<file path="src/rtl/tlb_pkg.sv">
package tlb_pkg;
    localparam int VA_W      = 32;
    localparam int OFF_W     = 12;
    localparam int IDX_W     = 10;
    localparam int VPN_W     = VA_W - OFF_W;
    localparam int PFN_W     = VA_W - OFF_W;
    localparam int PROT_W    = 3;

    localparam int PTE_RES   = 0;
    localparam int PTE_MOD   = 1;
    localparam int PTE_PROT  = 2;

    typedef enum logic [2:0] {
        WS_IDLE,
        WS_ROOT,
        WS_LEAF,
        WS_FILL,
        WS_FAULT
    } walk_state_e;
endpackage

</file>
<file path="src/rtl/tlb_cam.sv">
module tlb_cam
    import tlb_pkg::*;
#(
    parameter int ENTRIES = 8
) (
    input  logic                 clk,
    input  logic                 rst_n,
    input  logic                 flush,
    input  logic [VPN_W-1:0]     lookup_vpn,
    input  logic                 mark_dirty,
    input  logic                 fill_en,
    input  logic [VPN_W-1:0]     fill_vpn,
    input  logic [PFN_W-1:0]     fill_pfn,
    input  logic [PROT_W-1:0]    fill_prot,
    input  logic                 fill_dirty,
    output logic                 hit,
    output logic [PFN_W-1:0]     hit_pfn,
    output logic [PROT_W-1:0]    hit_prot,
    output logic                 hit_dirty,
    output logic [ENTRIES-1:0]   hit_vec,
    output logic [ENTRIES-1:0]   valid_vec
);
    localparam int PTR_W = (ENTRIES > 1) ? $clog2(ENTRIES) : 1;

    logic [ENTRIES-1:0] valid_q;
    logic [ENTRIES-1:0] dirty_q;
    logic [VPN_W-1:0]   vpn_q  [ENTRIES];
    logic [PFN_W-1:0]   pfn_q  [ENTRIES];
    logic [PROT_W-1:0]  prot_q [ENTRIES];
    logic [PTR_W-1:0]   rr_q;
    logic [PTR_W-1:0]   victim;
    logic               have_empty;

    for (genvar g = 0; g < ENTRIES; g++) begin : g_cmp
        assign hit_vec[g] = valid_q[g] && (vpn_q[g] == lookup_vpn);
    end

    assign hit       = |hit_vec;
    assign valid_vec = valid_q;

    always_comb begin
        hit_pfn   = '0;
        hit_prot  = '0;
        hit_dirty = 1'b0;
        for (int i = 0; i < ENTRIES; i++) begin
            if (hit_vec[i]) begin
                hit_pfn   = hit_pfn   | pfn_q[i];
                hit_prot  = hit_prot  | prot_q[i];
                hit_dirty = hit_dirty | dirty_q[i];
            end
        end
    end

    always_comb begin
        victim     = rr_q;
        have_empty = 1'b0;
        for (int i = 0; i < ENTRIES; i++) begin
            if (!valid_q[i] && !have_empty) begin
                victim     = PTR_W'(i);
                have_empty = 1'b1;
            end
        end
    end

    always_ff @(posedge clk) begin
        if (!rst_n || flush) begin
            valid_q <= '0;
            rr_q    <= '0;
        end else if (fill_en) begin
            valid_q[victim] <= 1'b1;
            if (!have_empty) begin
                rr_q <= (rr_q == PTR_W'(ENTRIES - 1)) ? '0 : rr_q + 1'b1;
            end
        end
    end

    always_ff @(posedge clk) begin
        if (!rst_n) begin
            dirty_q <= '0;
        end else if (fill_en && !flush) begin
            dirty_q[victim] <= fill_dirty;
        end else if (mark_dirty) begin
            dirty_q <= dirty_q | hit_vec;
        end
    end

    always_ff @(posedge clk) begin
        if (fill_en && !flush) begin
            vpn_q[victim]  <= fill_vpn;
            pfn_q[victim]  <= fill_pfn;
            prot_q[victim] <= fill_prot;
        end
    end
endmodule

</file>
<file path="src/rtl/tlb_walk_fsm.sv">
module tlb_walk_fsm
    import tlb_pkg::*;
(
    input  logic               clk,
    input  logic               rst_n,
    input  logic               flush,
    input  logic               req_valid,
    input  logic               hit,
    input  logic [VPN_W-1:0]   req_vpn,
    input  logic [PFN_W-1:0]   root_base,
    input  logic               mem_rvalid,
    input  logic [VA_W-1:0]    mem_rdata,
    output walk_state_e        state,
    output logic               mem_req,
    output logic [VA_W-1:0]    mem_addr,
    output logic               fill_en,
    output logic [PFN_W-1:0]   fill_pfn,
    output logic [PROT_W-1:0]  fill_prot,
    output logic               fill_dirty
);
    walk_state_e      state_q, state_d;
    logic [PFN_W-1:0] leaf_base_q;
    logic [VA_W-1:0]  pte_q;

    always_ff @(posedge clk) begin
        if (!rst_n) state_q <= WS_IDLE;
        else        state_q <= state_d;
    end

    always_comb begin
        state_d = state_q;
        unique case (state_q)
            WS_IDLE:  if (req_valid && !hit) state_d = WS_ROOT;
            WS_ROOT:  if (mem_rvalid) state_d = mem_rdata[PTE_RES] ? WS_LEAF : WS_FAULT;
            WS_LEAF:  if (mem_rvalid) state_d = mem_rdata[PTE_RES] ? WS_FILL : WS_FAULT;
            WS_FILL:  state_d = WS_IDLE;
            WS_FAULT: state_d = WS_IDLE;
            default:  state_d = WS_IDLE;
        endcase
    end

    always_ff @(posedge clk) begin
        if (!rst_n) begin
            leaf_base_q <= '0;
            pte_q       <= '0;
        end else begin
            if (state_q == WS_ROOT && mem_rvalid) leaf_base_q <= mem_rdata[VA_W-1:OFF_W];
            if (state_q == WS_LEAF && mem_rvalid) pte_q       <= mem_rdata;
        end
    end

    always_comb begin
        mem_req  = 1'b0;
        mem_addr = '0;
        fill_en  = 1'b0;
        unique case (state_q)
            WS_ROOT: begin
                mem_req  = 1'b1;
                mem_addr = {root_base, req_vpn[VPN_W-1 -: IDX_W], 2'b00};
            end
            WS_LEAF: begin
                mem_req  = 1'b1;
                mem_addr = {leaf_base_q, req_vpn[IDX_W-1:0], 2'b00};
            end
            WS_FILL: fill_en = !flush;
            default: ;
        endcase
    end

    assign state      = state_q;
    assign fill_pfn   = pte_q[VA_W-1:OFF_W];
    assign fill_prot  = pte_q[PTE_PROT +: PROT_W];
    assign fill_dirty = pte_q[PTE_MOD];
endmodule

</file>
<file path="src/rtl/tlb_walker.sv">
module tlb_walker
    import tlb_pkg::*;
#(
    parameter int ENTRIES = 8
) (
    input  logic              clk,
    input  logic              rst_n,
    input  logic              flush,
    input  logic [19:0]       root_base,
    input  logic              req_valid,
    input  logic              req_write,
    input  logic [31:0]       req_vaddr,
    output logic              req_ready,
    output logic              resp_valid,
    output logic              resp_fault,
    output logic [31:0]       resp_paddr,
    output logic [2:0]        resp_prot,
    output logic              dirty_req,
    output logic              mem_req,
    output logic [31:0]       mem_addr,
    input  logic              mem_rvalid,
    input  logic [31:0]       mem_rdata
);
    walk_state_e        state;
    logic               hit;
    logic [PFN_W-1:0]   hit_pfn;
    logic [PROT_W-1:0]  hit_prot;
    logic               hit_dirty;
    logic [ENTRIES-1:0] hit_vec;
    logic [ENTRIES-1:0] valid_vec;
    logic               fill_en;
    logic [PFN_W-1:0]   fill_pfn;
    logic [PROT_W-1:0]  fill_prot;
    logic               fill_dirty;
    logic               served;
    logic [VPN_W-1:0]   req_vpn;

    assign req_vpn = req_vaddr[VA_W-1:OFF_W];

    tlb_cam #(.ENTRIES(ENTRIES)) u_cam (
        .clk        (clk),
        .rst_n      (rst_n),
        .flush      (flush),
        .lookup_vpn (req_vpn),
        .mark_dirty (dirty_req),
        .fill_en    (fill_en),
        .fill_vpn   (req_vpn),
        .fill_pfn   (fill_pfn),
        .fill_prot  (fill_prot),
        .fill_dirty (fill_dirty),
        .hit        (hit),
        .hit_pfn    (hit_pfn),
        .hit_prot   (hit_prot),
        .hit_dirty  (hit_dirty),
        .hit_vec    (hit_vec),
        .valid_vec  (valid_vec)
    );

    tlb_walk_fsm u_fsm (
        .clk        (clk),
        .rst_n      (rst_n),
        .flush      (flush),
        .req_valid  (req_valid),
        .hit        (hit),
        .req_vpn    (req_vpn),
        .root_base  (root_base),
        .mem_rvalid (mem_rvalid),
        .mem_rdata  (mem_rdata),
        .state      (state),
        .mem_req    (mem_req),
        .mem_addr   (mem_addr),
        .fill_en    (fill_en),
        .fill_pfn   (fill_pfn),
        .fill_prot  (fill_prot),
        .fill_dirty (fill_dirty)
    );

    assign served     = (state == WS_IDLE) && req_valid && hit;
    assign resp_fault = (state == WS_FAULT);
    assign resp_valid = served || resp_fault;
    assign req_ready  = resp_valid;
    assign resp_paddr = served ? {hit_pfn, req_vaddr[OFF_W-1:0]} : '0;
    assign resp_prot  = served ? hit_prot : '0;
    assign dirty_req  = served && req_write && !hit_dirty;
endmodule

</file>
<file path="config.mk">
export PLATFORM = sky130hd
export DESIGN_NAME = tlb_walker
export DESIGN_NICKNAME = d
export VERILOG_FILES = /design/src/rtl/tlb_pkg.sv /design/src/rtl/tlb_cam.sv /design/src/rtl/tlb_walk_fsm.sv /design/src/rtl/tlb_walker.sv
export SDC_FILE = /design/constraint.sdc
export NUM_CORES = 1
export LEC_CHECK = 0
export ABC_AREA = 0
export ABC_CLOCK_PERIOD_IN_PS = 5860
export BUFFER_PORTS_ARGS = -buffer_cell sky130_fd_sc_hd__buf_2
export CAP_MARGIN = 10
export CORE_UTILIZATION = 55
export CTS_BUF_LIST = sky130_fd_sc_hd__clkbuf_8
export DETAILED_ROUTE_END_ITERATION = 6
export PLACE_DENSITY = 0.75
export SETUP_SLACK_MARGIN = 0.5
export SYNTH_ARGS = -nofsm -noshare
export SYNTH_HDL_FRONTEND = slang
export SYNTH_SLANG_ARGS = --single-unit
</file>
<file path="constraint.sdc">
create_clock -name clk -period 5.86 [get_ports clk]
set_clock_uncertainty 0.05 [all_clocks]
set_input_delay 0.586 -clock clk [delete_from_list [all_inputs] [get_ports clk]]
set_output_delay 0.586 -clock clk [all_outputs]
set_load 0.01 [all_outputs]
</file>
* After elaboration in Yosys (flattened, before gate mapping)
Memory sizes are Yosys's and may differ from the RTL's.
Index checks and enable logic that the tools add are counted.
** Cells by class
- Eq/ne operators :: 16
- Mux-type cells :: 59
- Reductions and logical operators :: 49
- Add/sub/neg operators :: 1
- Magnitude comparators :: 2
- Bitwise operators :: 24
** Operators with widths (count)
- equality test 20 bit :: 8
- 2-to-1 mux 20 bit :: 8
- OR 20 bit :: 7
- 2-to-1 mux 3 bit :: 23
- case mux 32 bit (2 select lines) :: 1
- 2-to-1 mux 32 bit :: 1
- logical AND 1 bit :: 24
- 2-to-1 mux 1 bit :: 21
- OR 3 bit :: 7
- zero test 1 bit :: 17
- 2-to-1 mux 8 bit :: 2
- OR 8 bit :: 2
- case mux 3 bit (3 select lines) :: 1
- bitwise mux 8 bit :: 1
- OR reduction 8 bit :: 1
- OR 1 bit :: 7
- equality test 3 x 2 -> 1 bit, second input constant :: 2
- equality test 3 bit, second input constant :: 2
- < comparator 3 x 4 -> 1 bit, second input constant :: 1
- != test 2 bit, second input constant :: 2
- adder 3 x 1 -> 3 bit, second input constant :: 1
- demux 1 bit (select 3 bit) :: 1
- equality test 3 x 1 -> 1 bit, second input constant :: 1
- >= comparator 3 x 1 -> 1 bit, second input constant :: 1
- other kinds (8) :: 9
** Word-level totals
- Memory bits (writable) :: 344
- Logic and storage cells :: 160
- Flip-flop bits (word level) :: 74
- Input bits :: 90
- Memories :: 3
** Memories
- u_cam.pfn_q :: words 8, bits a word 20, rd ports 8, clocked after Yosys merged registers in 0, wr ports 1, line tlb_cam.sv:28 : logic [PFN_W-1:0] pfn_q [ENTRIES];
- u_cam.vpn_q :: words 8, bits a word 20, rd ports 8, clocked after Yosys merged registers in 0, wr ports 1, line tlb_cam.sv:27 : logic [VPN_W-1:0] vpn_q [ENTRIES];
- u_cam.prot_q :: words 8, bits a word 3, rd ports 8, clocked after Yosys merged registers in 0, wr ports 1, line tlb_cam.sv:29 : logic [PROT_W-1:0] prot_q [ENTRIES];

* Depth between registers and ports, before layout
- Word-level depth :: 27
- Depth in mapped cells :: 11

* Modules after synthesis
From an unflattened synthesis, not the netlist that was laid out.
** Unflattened totals
- Cell total of the unflattened synthesis :: 1232
- Area, all modules :: 17364.2 um^2
** Modules (own cells, without submodules)
- tlb_cam :: times used 1, area an instance 14720.4 um^2, cells each 930, seq. area each 10710.3 um^2
- tlb_walk_fsm :: times used 1, area an instance 2095.8 um^2, cells each 253, seq. area each 940.9 um^2
- tlb_walker :: times used 1, area an instance 548.0 um^2, cells each 49, seq. area each 0.0 um^2

* Worst setup path before layout
Ideal clock, no wire load.
- Path type :: input-to-reg
- Start point :: in flush
- End point :: mem u_cam.pfn_q[3][0] (netlist bit), enable pin
- Required time :: 5306 ps
- Arrival :: 4552 ps
- Library setup time :: 504 ps
- Cell stages on the path :: 3
- Setup slack :: 754 ps
- Cells stage by stage :: nor4bb_1 nand3_1 nor3_1
** Between the ends
- Cells in the longest elaborated chain, start to end :: 5
** RTL lines
- start, declared :: line tlb_walker.sv:8 : input logic flush,
- zero test 1 bit * :: line tlb_cam.sv:88, tlb_walk_fsm.sv:65
- 2-to-1 mux 1 bit :: line tlb_walk_fsm.sv:56 : unique case (state_q)
- logical AND 1 bit * :: line tlb_cam.sv:88 : if (fill_en && !flush) begin
- 2-to-1 mux 1 bit * :: line tlb_cam.sv:88
- 2-to-1 mux 1 bit (not written as such) * :: line tlb_cam.sv:90 : pfn_q[victim] <= fill_pfn;
- end, declared :: line tlb_cam.sv:28
Every way passes the cells marked *; elsewhere a longest branch is shown, timed or not.

* Worst setup path after layout
- Start point :: in req_vaddr[16]
- End point :: out resp_paddr[21]
** Between the ends
- Cells in the longest elaborated chain, start to end :: 18
- Elaborated cells between the ends (all ways) :: 34
** RTL lines
- start, declared :: line tlb_walker.sv:12 : input logic [31:0] req_vaddr,
- equality test 20 bit :: line tlb_cam.sv:35 : assign hit_vec[g] = valid_q[g] && (vpn_q[g] == lookup_vpn);
- logical AND 1 bit :: line tlb_cam.sv:35
- 2-to-1 mux 20 bit :: line tlb_cam.sv:46 : if (hit_vec[i]) begin
- OR 20 bit :: line tlb_cam.sv:47 : hit_pfn = hit_pfn | pfn_q[i];
- 2-to-1 mux 20 bit :: line tlb_cam.sv:46
- OR 20 bit :: line tlb_cam.sv:47
- 2-to-1 mux 20 bit :: line tlb_cam.sv:46
- OR 20 bit :: line tlb_cam.sv:47
- (+2 left out)
- 2-to-1 mux 20 bit :: line tlb_cam.sv:46
- OR 20 bit :: line tlb_cam.sv:47
- 2-to-1 mux 20 bit :: line tlb_cam.sv:46
- OR 20 bit :: line tlb_cam.sv:47
- 2-to-1 mux 20 bit :: line tlb_cam.sv:46
- OR 20 bit :: line tlb_cam.sv:47
- 2-to-1 mux 20 bit :: line tlb_cam.sv:46
- 2-to-1 mux 32 bit * :: line tlb_walker.sv:82 : assign resp_paddr = served ? {hit_pfn, req_vaddr[OFF_W-1:0]} : '0;
- end, declared :: line tlb_walker.sv:16 : output logic [31:0] resp_paddr,
Marks and branches as above.

==> impl_metrics.py <==
metrics = {
    "clock_tree": {
        "cts_inserted_buffers": 60,
        "clockBufferDepth": 3,
        "cts_setup_buffers": 0,
        "post_cts_resized": 0,
        "htree_levels": 2,
        "cts_hold_buf": 0,
        "clk-insertion-delay-late_ns": 0.60,
        "tritoncts": "done",
        "cts_sinks": 410,
        "path_clk_slew_ns": 0.07,
        "clockRootBuffer": "clkbuf_8",
    },
    "place": {
        "numPortBuffers": 152,
        "dp_slack_ns": 1.41,
        "dp_cells": 1654,
        "gp_congestion": 0.848,
        "placed_area_um2": 17800,
        "hpwl_mm": 23.4,
    },
    "floorplan": {
        "die_area_um2": 31100,
        "initial_core_util_pct": 56.1,
        "die-height_um": 176,
        "pin_count": 162,
        "die_w_um": 176,
        "rows": 63,
        "core_um2": 29800,
    },
    "synth": {
        "ys_warn_count": 0,
        "synth_area_um2": 16700,
        "synth_edf_count": 344,
        "yosysSeqAreaShare_pct": 69.7,
        "synthTopCellsByCount": "edfxtp_1, nand2_1, xnor2_1",
        "netlist.area_leader.share_pct": 61.8,
        "avgSynthCellArea_um2": 14.4,
        "async_reset_ff_share_pct": 0,
        "yosys.cell_count.top_type": "edfxtp_1",
        "ys_seq_elements": 410,
        "synth-main-ff-cell": "edfxtp_1",
        "synth_area_leader_cell": "edfxtp_1",
        "syn_inst": 1157,
        "netlist_top_cells_area": "edfxtp_1, dfxtp_1, xnor2_1",
        "synth_cell_type_count": 64,
    },
    "global_route": {
        "grt_overflow_total": 0,
        "grt_pass1_vias": 10267,
        "grt_max_degree": 45,
        "antenna_found_initial": 0,
        "gr-usage-all-layers_pct": 25.7,
        "grt_pass1_wl_mm": 59.4,
    },
    "routing": {
        "vias": 10669,
        "drtIter0Drc": 1139,
        "drc": 0,
        "vias_per_cell": 6.03,
        "wire_per_inst_um": 22.3,
        "wirelength_mm": 39.4,
        "drt_first_pass_iters": 7,
        "ant_nets": 0,
    },
    "pwr": {
        "max-vdd-ir-drop_mv": 0.188,
        "power.density_nw_per_um2": 307,
        "power_frac_seq_pct": 53.8,
        "leakagePower_nw": 6.41,
        "switching_power_mw": 1.24,
        "p_comb_share_pct": 4.1,
        "internal_power_mw": 4.64,
        "p_total_mw": 5.88,
        "p_sw_share_pct": 21.0,
        "p_clk_share_pct": 42.1,
    },
    "final_layout": {
        "fillers": 2142,
        "drive_gt1_share_pct": 21.0,
        "instances_no_fill": 1768,
        "syn_to_final_growth_pct": 14.6,
        "nNetsFinal": 1418,
        "fin_util_pct": 64.3,
        "n_antenna_cell": 0,
        "stdcell_area_um2": 19200,
    },
    "timing": {
        "final-setup-viol-count": 0,
        "hold_viol_final": 0,
        "whs_ns": 0.168,
        "finalSetupTns_ns": 0,
        "slew_violations": 0,
        "fin_ws_ns": 1.40,
        "worst_pin_slew_ns": 1.21,
        "relSlewSlack_pct": 19.5,
        "rsz0062_at_grt": "false",
        "finalCriticalPeriod_ns": 4.46,
        "fmax_mhz": 224,
        "min_period_over_period_pct": 76.2,
    },
    "status": {
        "status": "finished, final reports clean",
    },
    "critical_path": {
        "start_kind": "primary input",
        "critPathCaptureType": "output port",
        "crit_arrival_ns": 3.83,
        "cp.required_ns": 5.22,
        "worstPathMaxFanout": 25,
        "crit_type": "primary input to output port",
    },
    "worst_hold_path": {
        "hold_path.class": "primary input to flop",
    },
    "flow_run": {
        "cap_violations": 0,
    },
}
## final timing paths
check,start,end,slack (ns),cells after the start
min reg2reg,u_fsm.leaf_base_q[1]$_SDFFE_PN0P_,u_fsm.leaf_base_q[1]$_SDFFE_PN0P_,0.41,2
max,req_vaddr[16],resp_paddr[21],1.40,11
min,mem_rdata[4],u_fsm.pte_q[4]$_SDFFE_PN0P_,0.17,3
max reg2reg,u_cam.vpn_q[7][4]$_DFFE_PP_,u_cam.dirty_q[1]$_SDFFE_PN0P_,2.50,9
## cell families (layout without fill, tap and decap cells)
group                    after synthesis  count (layout)  synth area share [%]
other                                  1               2                0.0224
multiplexers                           2               2                 0.120
buffers and inverters                 82             302                  2.61
flip-flops                           410             410                  69.7
AO/OA/AOI/OAI                        236             236                  10.5
XOR/XNOR                             160             160                  8.39
AND/OR/NAND/NOR                      264             264                  8.43
adder cells (fa/ha/maj)                2               2                 0.150
## final cells by class
cell class                 count  area [um2]  share of cell area [%]
sequential                   410       11700                    60.8
multi-input combinational    666        4690                    24.5
clock buffer                  70         963                    5.03
timing repair buffer         175         933                    4.87
tap                          390         488                    2.55
clock inverter                44         377                    1.97
inverter                      13        48.8                   0.255
## worst max-delay path: stages
cell and delay (ns):
buf_2 0.29, buf_4 0.24, xnor2_1 0.13, nand4_1 0.11, or4_4 0.13, nor3_4 0.04
buf_4 0.25, or4_2 0.76, o21ai_4 0.81, a31oi_1 0.22, buf_2 0.22
## routing by layer
layer  up-vias  track usage (%)  part of all wire [%]
met1      5291             35.5                    42
met2       552             41.6                    47
met4         0             7.50                   1.9
met5         -                0                     0
met3        60             4.63                   8.9
li1       4766                -                     -
## state kept, by name, summed over array words and instances (netlist names)
signal             flops
u_fsm.state            3
u_cam.vpn_q          160
u_cam.dirty_q          8
u_cam.prot_q          24
u_cam.rr_q             3
u_cam.valid_vec        8
u_fsm.leaf_base_q     20
u_fsm.pte_q           24
u_cam.pfn_q          160
## power by group through the flow
stage	Sequential, mW	Clock [mW]	Combinational (mW)
final	3.16	2.47	0.243
after global routing	3.16	2.61	0.264
after detailed placement	3.22	0	0.242
after floorplan	3.22	0	0.149
after global placement	3.22	0	0.237
after CTS	3.16	2.49	0.243
## cells in the final DEF, fill, tap and decap left out, drive strengths merged, types with 5 or more instances in the layout
master,n
bufinv,7
xor2,74
a31oi,24
dfxtp,66
nand4,26
clkbuf,70
nand2b,9
and2,15
xnor2,86
inv,32
o21ai,7
clkinv,18
edfxtp,344
buf,175
a21oi,51
nand2,101
nor4,26
a22o,54
a32oi,5
nor3,11
a221oi,25
nand3,13
a22oi,46
nor2,35
Note: power is estimated with default switching activity, not from simulation.
